### config.mk
export PLATFORM = sky130hd
export DESIGN_NAME = drowsy_line_ctrl
export DESIGN_NICKNAME = d
export VERILOG_FILES = /design/src/rtl/drowsy_pkg.sv /design/src/rtl/drowsy_period_timer.sv /design/src/rtl/drowsy_line_slot.sv /design/src/rtl/drowsy_line_ctrl.sv
export SDC_FILE = /design/constraint.sdc
export NUM_CORES = 1
export LEC_CHECK = 0
export BUFFER_PORTS_ARGS = -buffer_cell sky130_fd_sc_hd__clkbuf_2
export CORE_ASPECT_RATIO = 1.1
export CORE_UTILIZATION = 40
export CTS_BUF_LIST = sky130_fd_sc_hd__clkbuf_8
export DETAILED_ROUTE_END_ITERATION = 16
export HOLD_SLACK_MARGIN = 0.05
export PLACE_DENSITY = 0.53
export REMOVE_ABC_BUFFERS = 1
export SKIP_CTS_REPAIR_TIMING = 1
export SLEW_MARGIN = 10
export SYNTH_ARGS = -nofsm -noshare
export SYNTH_HDL_FRONTEND = slang
export SYNTH_SLANG_ARGS = --single-unit
### constraint.sdc
create_clock -name clk -period 4.2 [get_ports clk]
set_clock_uncertainty 0.15 [all_clocks]
set_input_delay 0.42 -clock clk [delete_from_list [all_inputs] [get_ports clk]]
set_output_delay 0.42 -clock clk [all_outputs]
set_load 0.01 [all_outputs]
### src/rtl/drowsy_pkg.sv
`timescale 1ns/1ps
package drowsy_pkg;
  typedef enum logic {
    POL_PERIODIC = 1'b0,
    POL_IDLE     = 1'b1
  } policy_e;
endpackage

### src/rtl/drowsy_period_timer.sv
`timescale 1ns/1ps
module drowsy_period_timer #(
  parameter int CNTW = 8
) (
  input  logic            clk,
  input  logic            rst,
  input  logic            en,
  input  logic [CNTW-1:0] win,
  output logic            sweep
);
  logic [CNTW-1:0] pcnt_q;
  logic [CNTW:0]   pcnt_inc;

  assign pcnt_inc = {1'b0, pcnt_q} + 1'b1;
  assign sweep    = en && (pcnt_inc >= {1'b0, win});

  always_ff @(posedge clk) begin
    if (rst || !en) pcnt_q <= '0;
    else if (sweep) pcnt_q <= '0;
    else            pcnt_q <= pcnt_inc[CNTW-1:0];
  end


  period_clear_chk: assert property (@(posedge clk) disable iff (rst)
    !en |=> pcnt_q == '0);
endmodule

### src/rtl/drowsy_line_slot.sv
`timescale 1ns/1ps
module drowsy_line_slot #(
  parameter int CNTW = 8
) (
  input  logic            clk,
  input  logic            rst,
  input  logic            hit,
  input  logic            sweep,
  input  logic            idle_en,
  input  logic [CNTW-1:0] win,
  output logic            sleep_o
);
  logic            sleep_q;
  logic [CNTW-1:0] idle_q;
  logic [CNTW:0]   idle_inc;
  logic            win_zero;

  assign idle_inc = {1'b0, idle_q} + 1'b1;
  assign win_zero = (win == '0);
  assign sleep_o  = sleep_q;

  always_ff @(posedge clk) begin
    if (rst) begin
      sleep_q <= 1'b0;
      idle_q  <= '0;
    end else if (hit) begin
      sleep_q <= 1'b0;
      idle_q  <= '0;
    end else if (sweep) begin
      sleep_q <= 1'b1;
      idle_q  <= '0;
    end else if (!idle_en) begin
      idle_q  <= '0;
    end else if (!win_zero && !sleep_q) begin
      if (idle_inc >= {1'b0, win}) begin
        sleep_q <= 1'b1;
        idle_q  <= win;
      end else begin
        idle_q  <= idle_inc[CNTW-1:0];
      end
    end
  end


  wake_on_hit_chk: assert property (@(posedge clk) disable iff (rst)
    hit && sleep_q |=> !sleep_q);


  sleep_held_chk: assert property (@(posedge clk) disable iff (rst)
    sleep_q && !hit |=> sleep_q);


  no_auto_sleep_chk: assert property (@(posedge clk) disable iff (rst)
    win_zero && !sleep_q |=> !sleep_q);


  idle_expire_chk: assert property (@(posedge clk) disable iff (rst)
    idle_en && !hit && !sleep_q && !win_zero && idle_inc >= {1'b0, win} |=> sleep_q);
endmodule

### src/rtl/drowsy_line_ctrl.sv
`timescale 1ns/1ps
module drowsy_line_ctrl
  import drowsy_pkg::*;
#(
  parameter int LINES = 8,
  parameter int CNTW  = 8,
  parameter int IDXW  = (LINES > 1) ? $clog2(LINES) : 1
) (
  input  logic             clk,
  input  logic             rst,
  input  logic             acc_valid,
  input  logic [IDXW-1:0]  acc_idx,
  input  logic             policy,
  input  logic [CNTW-1:0]  window,
  output logic [LINES-1:0] drowsy,
  output logic             stall
);
  policy_e          pol;
  logic             timer_en;
  logic             idle_en;
  logic             sweep;
  logic [LINES-1:0] hit;

  assign pol      = policy_e'(policy);
  assign timer_en = (pol == POL_PERIODIC) && (window != '0);
  assign idle_en  = (pol == POL_IDLE);

  drowsy_period_timer #(.CNTW(CNTW)) u_timer (
    .clk   (clk),
    .rst   (rst),
    .en    (timer_en),
    .win   (window),
    .sweep (sweep)
  );

  for (genvar g = 0; g < LINES; g++) begin : g_line
    assign hit[g] = acc_valid && (acc_idx == IDXW'(g));
    drowsy_line_slot #(.CNTW(CNTW)) u_slot (
      .clk     (clk),
      .rst     (rst),
      .hit     (hit[g]),
      .sweep   (sweep),
      .idle_en (idle_en),
      .win     (window),
      .sleep_o (drowsy[g])
    );
  end

  assign stall = acc_valid && drowsy[acc_idx];


  reset_awake_chk: assert property (@(posedge clk) disable iff (rst)
    $past(rst) |-> drowsy == '0);


  sweep_all_chk: assert property (@(posedge clk) disable iff (rst)
    sweep |=> $countones(drowsy) >= LINES - 1);


  single_wake_chk: assert property (@(posedge clk) disable iff (rst)
    acc_valid && !sweep |=> $countones(drowsy) >= $countones($past(drowsy)) - 1);
endmodule

==> flow_summary_export.csv <==
group,metric,value,unit
finish,final.fill_count,1644,
timing,finalSetupTns,0,ns
global_routing,grt_max_degree,23,
detailed_routing,dr.pass1.iters,11,
detailed_routing,finalWirelength,20000,um
status,status,"finished, violations left",
timing,fin_crit_sh,83.9,%
finish,synthToLayoutAreaGrowth,6.74,%
finish,antenna_cells,0,
synthesis,synth.distinct_cells,63,
timing,fin_crit,3.52,ns
power_and_ir_drop,power_leakage,2.96,nW
cts,h-tree-depth,3,
worst_hold_path,hp-class,"in2reg",
finish,fin_nets,953,
place,dp_hpwl,14700,um
synthesis,syn_inst,850,
floorplan,core_area,0.0164,mm2
worst_setup_path,worstSetupPathType,"reg2reg",
place,placedInstanceArea,0.00697,mm2
cts,path_clk_slew,0.09,ns
detailed_routing,num_vias,6408,
floorplan,core.rowCount,49,
finish,fin_area,0.00718,mm2
global_routing,track_usage,23.8,%
worst_setup_path,rrSetupSlack,0.68,ns
status,violations,"DRC",
synthesis,syn_avg_cell_area,7.91,um2
detailed_routing,antenna_left,0,
detailed_routing,viasPerCell,6.01,
synthesis,yosysWarnings,0,
finish,multi_input_area,0.00487,mm2
worst_setup_path,crit_fanout,11,
finish,register_area,0.00160,mm2
global_routing,grt_pass1_wl,31900,um
global_routing,antenna_found_initial,0,
global_routing,overflow,0,
timing,grt_setup_unrepaired,"no",
worst_setup_path,startpoint_type,"flop",
cts,cts_buffers,9,
timing,slew_headroom,39.6,%
cts,cts_tree,"built",
worst_setup_path,end_kind,"flop",
synthesis,synth_edf_count,0,
synthesis,netlist_area,0.00672,mm2
worst_setup_path,required,4.38,ns
power_and_ir_drop,p_per_area,228,mW/mm2
timing,tightest_slew,0.900,ns
synthesis,ys_async_sr_fraction,0,%
timing,setup_viol,0,
worst_setup_path,critPathArrivalTime,3.71,ns
synthesis,ys_ff_latch,80,
cts,clockBufferDepth,2,
detailed_routing,drc,2,
timing,drv_slew,0,
cts,insertion_delay,0.38,ns
global_routing,grt_pass1_vias,6102,
cts,cts.sinks,80,
finish,drive_gt1_share,7.54,%
synthesis,synth-main-ff-cell,"dfxtp_1",
floorplan,die_h,138,um
flow_run,maxCapViolCount,0,
place,io_buffers,23,
detailed_routing,dr.first_iter.drc_count,487,
synthesis,ys_seq_area_share,23.8,%
timing,fmax,284,MHz
timing,final_hold_viol_count,0,
cts,ctsRootBufferMaster,"clkbuf_8",
floorplan,initial_core_util,41.1,%
place,place_congestion,0.866,
floorplan,ios,24,
floorplan,die_w,126,um
power_and_ir_drop,peakVddDrop,164,uV
detailed_routing,wl_per_cell,18.8,um
floorplan,dieArea,0.0173,mm2
[power breakdown]
group | switching [mW] | internal [mW]
Sequential | 0.0165 | 0.770
Combinational | 0.148 | 0.0784
Clock | 0.321 | 0.305
Total | 0.486 | 1.15
[state kept, by name, indices dropped and copies added, names as in the netlist]
name and flops:
g_line.u_slot.sleep_o 8, u_timer.pcnt_q 8, g_line.u_slot.idle_q 64
[final cells by class]
class	count	share of cell area (%)
flip-flops and latches	80	22.3
well taps	204	3.56
clock inverters	5	0.767
clock buffers	11	2.11
repair buffers	31	2.44
inverters	18	0.942
multi-input cells	717	67.9
[per-stage QoR]
| stage | total power [mW] | hold WS (ns) | util [%] | instances | setup slack [ns] |
|---|---|---|---|---|---|
| 6_report | 1.64 | 0.260 | 43.8 | 1066 | 0.676 |
| 3_5_place_dp | 1.03 | 0.333 | 42.6 | 1050 | 0.700 |
| 4_1_cts | 1.65 | 0.230 | 43.8 | 1066 | 0.716 |
| 3_3_place_gp | 1.03 | 0.326 | 42.6 | 1050 | 0.785 |
| 2_1_floorplan | 0.936 | 0.291 | - | 815 | 0.712 |
| 5_1_grt | 1.72 | 0.250 | 43.8 | 1066 | 0.490 |
[worst paths after layout]
check | start | endpoint | depth (start not counted)
max | g_line[0].u_slot.idle_q[0] | g_line[0].u_slot.idle_q[7] | 11
min | rst | g_line[1].u_slot.sleep_o | 2
max reg2reg | g_line[0].u_slot.idle_q[0] | g_line[0].u_slot.idle_q[7] | 11
min reg2reg | g_line[3].u_slot.idle_q[7] | g_line[3].u_slot.idle_q[7] | 2
[per-layer routing]
| layer | global-route usage [%] | routed length [um] |
|---|---|---|
| met3 | 3.09 | 730 |
| met5 | 0 | 0 |
| met1 | 30.1 | 9350 |
| met4 | 11.2 | 697 |
| met2 | 40.2 | 9250 |
[synthesized netlist by cell type, types with 17 or more instances]
cell type	n	area [um2]
nand2_1	73	274
o21ai_0	44	220
dfxtp_1	80	1600
nand3_1	56	280
a31oi_1	29	181
inv_1	18	67.6
nor3_1	20	100
mux2i_1	19	190
ha_1	81	1010
clkbuf_1	17	63.8
nand2b_1	27	169
nor2_1	79	297
xor2_1	19	166
a21oi_1	48	240
a211oi_1	18	135
xnor2_1	34	298
[critical path: stages (launching register included)]
cell and delay [ns]:
dfxtp_1 0.46, ha_1 0.27, nand3_1 0.21, or2_2 0.39, xnor2_1 0.14, ha_1 0.29
a211o_1 0.28, a21oi_2 0.12, o21ai_2 0.09, a211o_1 0.47, or4b_1 0.52, nand3_1 0.09
[placed cells by master (no fill, tap or decap), drive strengths merged, types with 5 or more instances in the layout]
cell,instances
and2,6
nand2,74
dfxtp,80
inv,18
buf,8
ha,81
or3,7
nand3b,5
nand3,56
a211oi,20
xor2,19
nor2,79
clkbuf,34
o21ai,53
a211o,6
nor2b,12
or4,8
nand4,9
mux2i,19
o22ai,11
nor3b,7
and3,12
nor3,20
a22oi,7
a31oi,29
nand2b,27
a21oi,49
o211ai,7
xnor2,34
o31a,7
[cell families (layout without fill, tap and decap cells)]
| group | Yosys count | count (layout) | share of synthesized area [%] |
|---|---|---|---|
| AND/OR/NAND/NOR | 337 | 337 | 25.0 |
| AO/OA/AOI/OAI | 222 | 222 | 21.3 |
| adder cells (fa/ha/maj) | 81 | 81 | 15.1 |
| flip-flops | 80 | 80 | 23.8 |
| XOR/XNOR | 53 | 53 | 6.90 |
| buffers and inverters | 53 | 65 | 3.82 |
| multiplexers | 24 | 24 | 4.00 |
Note: power is estimated with default switching activity, not from simulation.
